[config.mk]
export PLATFORM = sky130hd
export DESIGN_NAME = code_lock
export DESIGN_NICKNAME = d
export VERILOG_FILES = /design/src/rtl/lock_pkg.sv /design/src/rtl/lock_reset_merge.sv /design/src/rtl/lock_digit_match.sv /design/src/rtl/lock_seq_fsm.sv /design/src/rtl/code_lock.sv
export SDC_FILE = /design/constraint.sdc
export NUM_CORES = 1
export LEC_CHECK = 0
export BUFFER_PORTS_ARGS = -buffer_cell sky130_fd_sc_hd__buf_2
export CAP_MARGIN = 20
export CORE_AREA = 10 10 47 49
export CTS_BUF_LIST = sky130_fd_sc_hd__clkbuf_4
export DETAILED_ROUTE_END_ITERATION = 16
export DIE_AREA = 0 0 57 59
export PLACE_DENSITY_LB_ADDON = 0.12
export SLEW_MARGIN = 20
export SYNTH_ARGS = -nofsm -noshare
export SYNTH_HDL_FRONTEND = slang
export SYNTH_SLANG_ARGS = --single-unit
[constraint.sdc]
create_clock -name clk -period 2.9 [get_ports clk]
set_input_delay 0.145 -clock clk [delete_from_list [all_inputs] [get_ports clk]]
set_output_delay 0.145 -clock clk [all_outputs]
set_load 0.1 [all_outputs]
[src/rtl/lock_pkg.sv]
package lock_pkg;

    localparam int STATE_W = 3;

    typedef enum logic [STATE_W-1:0] {
        ST_IDLE     = 3'd0,
        ST_HAVE_ONE = 3'd1,
        ST_MISS_ONE = 3'd2,
        ST_UNLOCKED = 3'd3,
        ST_REJECTED = 3'd4
    } lock_state_e;

endpackage

[src/rtl/lock_reset_merge.sv]
module lock_reset_merge #(
    parameter int N_SRC = 2
) (
    input  logic [N_SRC-1:0] rst_src,
    output logic             rst_any
);

    assign rst_any = |rst_src;

endmodule

[src/rtl/lock_digit_match.sv]
module lock_digit_match #(
    parameter int                        DIGIT_W = 4,
    parameter int                        N_KEYS  = 2,
    parameter logic [N_KEYS*DIGIT_W-1:0] KEYS    = '0
) (
    input  logic [DIGIT_W-1:0] digit,
    output logic [N_KEYS-1:0]  hit
);

    for (genvar k = 0; k < N_KEYS; k++) begin : g_cmp
        assign hit[k] = (digit == KEYS[k*DIGIT_W +: DIGIT_W]);
    end

endmodule

[src/rtl/lock_seq_fsm.sv]
module lock_seq_fsm
    import lock_pkg::*;
(
    input  logic               clk,
    input  logic               rst,
    input  logic               enter,
    input  logic               hit_first,
    input  logic               hit_second,
    output logic [STATE_W-1:0] state_code,
    output logic               unlocked,
    output logic               rejected
);

    lock_state_e state_q;
    lock_state_e state_d;

    // state register
    always_ff @(posedge clk) begin
        if (rst) begin
            state_q <= ST_IDLE;
        end else begin
            state_q <= state_d;
        end
    end

    // transition logic
    always_comb begin
        state_d = state_q;
        if (enter) begin
            unique case (state_q)
                ST_IDLE:     state_d = hit_first  ? ST_HAVE_ONE : ST_MISS_ONE;
                ST_HAVE_ONE: state_d = hit_second ? ST_UNLOCKED : ST_REJECTED;
                ST_MISS_ONE: state_d = ST_REJECTED;
                ST_UNLOCKED: state_d = ST_UNLOCKED;
                ST_REJECTED: state_d = ST_REJECTED;
                default:     state_d = ST_IDLE;
            endcase
        end
    end

    // Moore outputs: decoded from the state register only
    always_comb begin
        state_code = state_q;
        unlocked   = 1'b0;
        rejected   = 1'b0;
        unique case (state_q)
            ST_UNLOCKED: unlocked = 1'b1;
            ST_REJECTED: rejected = 1'b1;
            default: begin
                unlocked = 1'b0;
                rejected = 1'b0;
            end
        endcase
    end

endmodule

[src/rtl/code_lock.sv]
module code_lock
    import lock_pkg::*;
#(
    parameter int DIGIT_W = 4
) (
    input  logic               clk,
    input  logic               sys_rst,
    input  logic               lock_rst,
    input  logic               enter,
    input  logic [DIGIT_W-1:0] digit,
    output logic [STATE_W-1:0] state_dbg,
    output logic               open_o,
    output logic               fail_o
);

    localparam logic [DIGIT_W-1:0] KEY_FIRST  = DIGIT_W'(2);
    localparam logic [DIGIT_W-1:0] KEY_SECOND = DIGIT_W'(3);
    localparam int                 N_KEYS     = 2;
    localparam logic [N_KEYS*DIGIT_W-1:0] KEY_VEC = {KEY_SECOND, KEY_FIRST};

    logic              rst_any;
    logic [N_KEYS-1:0] hit;

    lock_reset_merge #(.N_SRC(2)) u_rst (
        .rst_src ({lock_rst, sys_rst}),
        .rst_any (rst_any)
    );

    lock_digit_match #(
        .DIGIT_W (DIGIT_W),
        .N_KEYS  (N_KEYS),
        .KEYS    (KEY_VEC)
    ) u_match (
        .digit (digit),
        .hit   (hit)
    );

    lock_seq_fsm u_fsm (
        .clk        (clk),
        .rst        (rst_any),
        .enter      (enter),
        .hit_first  (hit[0]),
        .hit_second (hit[1]),
        .state_code (state_dbg),
        .unlocked   (open_o),
        .rejected   (fail_o)
    );

endmodule

---- Yosys cells after proc, flatten, opt, wreduce, memory -nomap -nowiden ----
Index checks and enable logic that the tools add are counted.
storage, ports and cells
  register bits after elaboration ......... 3
  input bits .............................. 8
  word-level logic and storage cells ...... 15
cells by class
  eq/ne operators ......................... 6
  multiplexer cells ....................... 5
  reduce and logical (&&, ||, !) cells .... 3
operators with widths
  cell                                                  number
  one-hot mux 3 bit (4 select lines)                    1
  equality test 4 x 2 -> 1 bit (second input constant)  2
  equality test 3 x 2 -> 1 bit (second input constant)  2
  OR reduction 2 bit                                    2
  equality test 3 x 1 -> 1 bit (second input constant)  1
  equality test 3 bit (second input constant)           1
  zero test 3 bit                                       1
  2-to-1 mux 3 bit                                      1
  2-to-1 mux 1 bit                                      2
  2-to-1 mux 2 bit                                      1

---- Longest topological paths before layout ----
Gate-level depths: netlist (run 1).
  depth in word-level cells ............... 3
  depth in mapped cells ................... 3

---- Modules after synthesis ----
From an unflattened synthesis (run 1), not the netlist that was laid out.
unflattened totals
  cell total of the unflattened synthesis .. 28
  area total of the unflattened synthesis .. 239.0 µm²
modules (own cells, without submodules)
  module            times used  cells an instance  area each (µm²)
  lock_seq_fsm      1           25                 205.2
  lock_digit_match  1           2                  27.5
  lock_reset_merge  1           1                  6.3

---- Worst setup path before layout (run 1) ----
Ideal clock, no wire load.
  path kind ............................... flip-flop to flip-flop
  start point ............................. register u_fsm.state_q[2], in the netlist u_fsm.state_code[2]
  end point ............................... register u_fsm.state_q[2], in the netlist u_fsm.state_code[2]
  setup time .............................. 69 ps
  arrival ................................. 3775 ps
  setup slack ............................. -944 ps
  stages on the path, launching flop included .. 3
  period minus slack after synthesis ...... 3844 ps
  cells stage by stage .................... dfxtp_1 -> nor3b_1 -> o41a_1
between the ends
  longest elaborated chain between the ends .. 3
  elaborated cells on any way between the ends .. 7
  classes of those cells .................. 4 x eq/ne; 1 x mux; 2 x reduce/logical
RTL lines
  element                                                                     RTL line            RTL
  start, declared                                                             lock_seq_fsm.sv:14  lock_state_e state_q;
  start signal, assigned                                                      lock_seq_fsm.sv:22  state_q <= state_d;
  equality test 3 x 2 -> 1 bit / equality test 3 bit (equally long branches)  lock_seq_fsm.sv:30  unique case (state_q)
  OR reduction 2 bit (no line)                                                n/a
  one-hot mux 3 bit (4 select lines) *                                        lock_seq_fsm.sv:30
Mark *: on every way between the ends. The rest lies on a longest branch, timed or not.
A chain may end at the register's enable or synchronous reset.

---- Worst setup path in the final report (run 1) ----
  start point ............................. register u_fsm.state_q[0], in the netlist u_fsm.state_code[0]
  end point ............................... output port open_o
between the ends
  longest elaborated chain between the ends .. 2
RTL lines
  element                       RTL line            RTL
  equality test 3 x 2 -> 1 bit  lock_seq_fsm.sv:46  unique case (state_q)
  2-to-1 mux 1 bit              lock_seq_fsm.sv:46
  end, declared                 code_lock.sv:12     output logic open_o,
Every way passes these cells.

==> impl_metrics.csv, run 1 <==
group,metric,value,unit
route,wl_met2,337,um
global_route,grt_pass1_vias,272,
placed_design,place_hpwl,582,um
worst_setup_path,cp.required,2.76,ns
global_route,grt_overflow_total,0,
yosys,synth_area_per_cell,9.18,sq um
finish,mostFrequentLayoutCell,"buf_2",
global_route,antenna_found_initial,0,
clock_network,cts_root_buffer,"clkbuf_4",
route,highest_layer,"met4",
floorplan,start_util,0.157,
timing,finalSetupViolCount,0,
placed_design,pre_cts_slack,1.53,ns
finish,largest_reg_flops,3,
timing,timing.final.crit_share,0.556,
route,viasPerCell,4.59,
yosys,yosysSeqAreaShare,0.273,
worst_setup_path,cp_slowest_stage_delay,0.46,ns
clock_network,worst_skew_pair.late_latency,0.24,ns
placed_design,port_buffers,12,
timing,maxSlewViolCount,0,
outcome,status,"finished clean",
floorplan,dieArea,3360,sq um
clock_network,ctsResizeCount,0,
global_route,grt_usage,0.0500,
yosys,synthCells,24,
finish,final-seq-area,60.1,sq um
route,wire_per_inst,12.8,um
worst_setup_path,end_kind,"output pin",
finish,num_antenna_cells,0,
timing,fin_ws,1.29,ns
worst_hold_path,min_path_type,"primary input to flop",
placed_design,place.gp.congestion,0.762,
finish,final_cell_mix,"buf_2 (12), clkbuf_4 (4), nor2b_1 (3), dfxtp_1 (3)",
timing,fmax,0.621,GHz
yosys,syn_area,220,sq um
clock_network,cts.path.max_buffers,2,
clock_network,htree_num_levels,1,
clock_network,cts_setup_buffers,0,
worst_setup_path,critical-path-top-delay-family,"flip-flops",
timing,hold_viol,0,
yosys,ys_ff_latch,3,
route,drt_iter0_drc,2,
yosys,synth_warnings,0,
worst_setup_path,critPathKind,"flop to output pin",
yosys,ys_types,17,
route,detail-route-antenna-nets,0,
global_route,grt_max_degree,9,
clock_network,cts.clk_slew.worst_paths,0.03,ns
clock_network,cts-buffers-inserted,3,
timing,fin_crit,1.61,ns
timing,final.setup.tns,0,ns
timing,worstMarginPinSlew,0.494,ns
job,cap_violations,0,
route,drtPass1Iterations,4,
route,num_vias,257,
finish,drive_gt1_frac,0.450,
worst_setup_path,cp_max_fo,8,
floorplan,io-pin-count,13,
route,drc,0,
clock_network,cts.sinks,3,
floorplan,placementRows,14,
global_route,grt_pass1_wl,1.25,mm
floorplan,core-area,1400,sq um
worst_setup_path,cp_cell_sequence,"nor2b_1, and2_1, buf_2",
timing,clock_skew,0.00939,ns
route,routed_wl,717,um
power_and_ir_drop,vdd_drop_max,168,uV
timing,rsz0062_at_grt,"no",
worst_setup_path,startpoint_type,"flop",
worst_setup_path,worst_ep_arrival_time,1.47,ns
route,wl_met3,53,um
floorplan,die_x,57,um
timing,slew_headroom,0.673,
finish,nets,49,
clock_network,cts_hold_buf,0,
finish,fill_cells,181,
yosys,synth_fp_nets,32,
power_and_ir_drop,leakage,0.000162,uW
finish,area_delta_synth_final,52.3,%
worst_setup_path,slowest_stage,"dfxtp_1",
clock_network,cts_tree,"done",
power_and_ir_drop,p_per_area,460,nW/um^2
floorplan,die_h,59,um
worst_setup_path,critPathBufInv,1,
route,wl_met1,308,um
finish,multi_input_area,158,sq um
[kinds of logic after synthesis]
group	count (synthesis)	share of synthesized area
AOI/OAI and AO/OA	7	0.256
buffers and inverters	2	0.0341
DFF	3	0.273
and+or+nand+nor	12	0.437
[routing by layer]
layer	track usage	up-vias
li1	-	127
met1	0.0471	116
met2	0.0744	12
met3	0.0343	2
met4	0.0403	0
met5	0	-
[worst register-to-register path: stages (launching register included)]
cell	delay, ns
dfxtp_1	0.37
nor4b_2	0.34
a21bo_1	0.24
a311oi_1	0.27
[final cells by class]
type	count	area share
multi-input combinational	19	0.470
sequential	3	0.179
timing repair buffer	12	0.179
clock buffer	4	0.0896
tap	16	0.0597
inverter	2	0.0224
[final timing paths]
kind | startpoint | to | slack (ns) | cells after the start
worst max register to register | u_fsm.state_code[0]$_SDFFE_PP0P_ | u_fsm.state_code[1]$_SDFFE_PP0P_ | 1.58 | 3
worst min register to register | u_fsm.state_code[0]$_SDFFE_PP0P_ | u_fsm.state_code[1]$_SDFFE_PP0P_ | 0.62 | 2
worst min-delay path | lock_rst | u_fsm.state_code[1]$_SDFFE_PP0P_ | 0.09 | 2
worst max-delay path | u_fsm.state_code[0]$_SDFFE_PP0P_ | open_o | 1.29 | 3
[through the flow]
stage	instance area (sq um)	hold slack [ns]	cells	util	total power, uW
6_report	335	0.0938	56	0.239	154
3_5_place_dp	305	0.329	52	0.218	71.5
3_3_place_gp	305	0.329	52	0.218	71.5
4_1_cts	335	0.0870	56	0.239	159
2_1_floorplan	225	0.217	24	-	62.5
5_1_grt	335	0.0904	56	0.239	167
[synth_stat cells, drive strengths merged]
cell type	number	area (sq um)
a21bo	1	10.0
a21boi	1	7.51
a311oi	1	8.76
a32oi	1	8.76
and2	1	6.26
and3b	1	8.76
and4bb	1	12.5
dfxtp	3	60.1
inv	2	7.51
nand4	1	6.26
nor2	1	3.75
nor2b	3	18.8
nor3b	2	15.0
nor4b	1	15.0
nor4bb	1	10.0
o21ai	2	10.0
o41a	1	11.3
[power by group]
part	leakage [uW]	switching (uW)	internal, uW
clock network	0.0000184	22.5	60.9
logic	0.000120	16.7	9.68
registers	0.0000243	1.99	42.6
total	0.000162	41.2	113
Power figures use the tool's default switching activity.
==> run 2, diff against run 1 <==
==> constraint.sdc (replaced) <==
create_clock -name clk -period 1.63 [get_ports clk]
set_input_delay 0.0815 -clock clk [delete_from_list [all_inputs] [get_ports clk]]
set_output_delay 0.0815 -clock clk [all_outputs]
set_load 0.1 [all_outputs]
==> impl_metrics.csv, run 2 (synthesis gave the netlist of run 1 again) <==
group,metric,value,unit
route,drc,0,
finish,multi_input_area,165,sq um
route,highest_layer,"met4",
clock_network,cts_hold_buf,0,
timing,fmax,0.666,GHz
route,wl_met3,47,um
placed_design,pre_cts_slack,0.363,ns
clock_network,worst_skew_pair.late_latency,0.23,ns
clock_network,cts.sinks,3,
placed_design,place.gp.congestion,0.718,
global_route,grt_overflow_total,0,
worst_setup_path,startpoint_type,"flop",
floorplan,die_x,57,um
timing,slew_headroom,0.673,
floorplan,io-pin-count,13,
route,drt_iter0_drc,6,
global_route,grt_pass1_vias,277,
route,num_vias,261,
finish,nets,49,
power_and_ir_drop,vdd_drop_max,237,uV
global_route,antenna_found_initial,0,
route,wl_met2,295,um
worst_setup_path,cp_cell_sequence,"nor2b_1, and2_2, buf_2",
finish,num_antenna_cells,0,
placed_design,place_hpwl,614,um
timing,rsz0062_at_grt,"no",
placed_design,dp.cells,52,
power_and_ir_drop,p_per_area,780,nW/um^2
timing,worstMarginPinSlew,0.493,ns
floorplan,core-area,1400,sq um
clock_network,cts-buffers-inserted,3,
route,detail-route-antenna-nets,0,
floorplan,dieArea,3360,sq um
timing,fin_crit,1.50,ns
finish,final-seq-area,66.3,sq um
worst_setup_path,cp_slowest_stage_delay,0.42,ns
timing,hold_viol,0,
finish,area_delta_synth_final,58.5,%
job,cap_violations,0,
timing,finalSetupViolCount,0,
finish,design_area,349,sq um
route,wl_met1,289,um
finish,final_cell_mix,"buf_2 (12), clkbuf_4 (4), nor2b_1 (3)",
timing,fin_ws,0.129,ns
floorplan,die_h,59,um
route,wire_per_inst,12.4,um
placed_design,placed_area,319,sq um
global_route,grt_usage,0.0491,
worst_setup_path,cp_max_fo,8,
worst_setup_path,cp.required,1.55,ns
timing,timing.final.crit_share,0.921,
worst_setup_path,slowest_stage,"buf_2",
finish,fill_cells,165,
clock_network,htree_num_levels,1,
worst_setup_path,critPathKind,"flop to output pin",
timing,maxSlewViolCount,0,
global_route,grt_pass1_wl,1.16,mm
route,viasPerCell,4.66,
finish,mostFrequentLayoutCell,"buf_2",
global_route,grt_max_degree,9,
clock_network,cts_tree,"done",
clock_network,cts.path.max_buffers,2,
worst_setup_path,worst_ep_arrival_time,1.42,ns
outcome,status,"finished clean",
floorplan,placementRows,14,
worst_setup_path,critPathBufInv,1,
power_and_ir_drop,total_power,272,uW
clock_network,cts_root_buffer,"clkbuf_4",
clock_network,cts.clk_slew.worst_paths,0.03,ns
worst_setup_path,end_kind,"output pin",
finish,drive_gt1_frac,0.550,
timing,clock_skew,0.000828,ns
finish,largest_reg_flops,3,
finish,final_cells,56,
worst_hold_path,min_path_type,"primary input to flop",
placed_design,port_buffers,12,
clock_network,ctsResizeCount,0,
worst_setup_path,critical-path-top-delay-family,"buffers and inverters",
route,drtPass1Iterations,2,
power_and_ir_drop,leakage,0.000163,uW
route,routed_wl,692,um
timing,final.setup.tns,0,ns
clock_network,cts_setup_buffers,0,
floorplan,start_util,0.157,
-- run 2: path summary, 6_finish.rpt --
| path | depth (start not counted) | slack [ns] | from | to |
|---|---|---|---|---|
| hold reg to reg | 2 | 0.56 | u_fsm.state_code[0]$_SDFFE_PP0P_ | u_fsm.state_code[1]$_SDFFE_PP0P_ |
| setup reg to reg | 3 | 0.40 | u_fsm.state_code[0]$_SDFFE_PP0P_ | u_fsm.state_code[1]$_SDFFE_PP0P_ |
| hold / removal | 2 | 0.02 | lock_rst | u_fsm.state_code[1]$_SDFFE_PP0P_ |
| setup / recovery | 3 | 0.13 | u_fsm.state_code[0]$_SDFFE_PP0P_ | open_o |
-- run 2: stage by stage --
| stage | util | hold slack (ns) |
|---|---|---|
| 2_1_floorplan | - | 0.146 |
| 3_3_place_gp | 0.228 | 0.266 |
| 3_5_place_dp | 0.228 | 0.266 |
| 4_1_cts | 0.249 | 0.0169 |
| 5_1_grt | 0.249 | 0.0251 |
| 6_report | 0.249 | 0.0217 |
-- run 2: report_power, final --
part           leakage [uW]  total (uW)  internal [uW]  switching [uW]
registers         0.0000260        78.7           74.8            3.92
logic              0.000118        47.1           17.6            29.5
clock network     0.0000184         146            108            38.2
total              0.000163         272            201            71.6
-- run 2: layout make-up --
| class | count | share of cell area |
|---|---|---|
| multi-input combinational | 19 | 0.473 |
| inverter | 2 | 0.0215 |
| timing repair buffer | 12 | 0.172 |
| sequential | 3 | 0.190 |
| clock buffer | 4 | 0.0860 |
| tap | 16 | 0.0573 |
-- run 2: layer usage --
layer	vias to the layer above	global-route usage
li1	128	-
met1	118	0.0436
met2	11	0.0620
met3	4	0.0215
met4	0	0.0906
met5	-	0
-- run 2: worst reg2reg max path, cell delays in order, from the launching register on --
cell      delay (ns)
dfxtp_2         0.35
nor4b_2         0.31
a21bo_1         0.23
a311oi_1        0.24
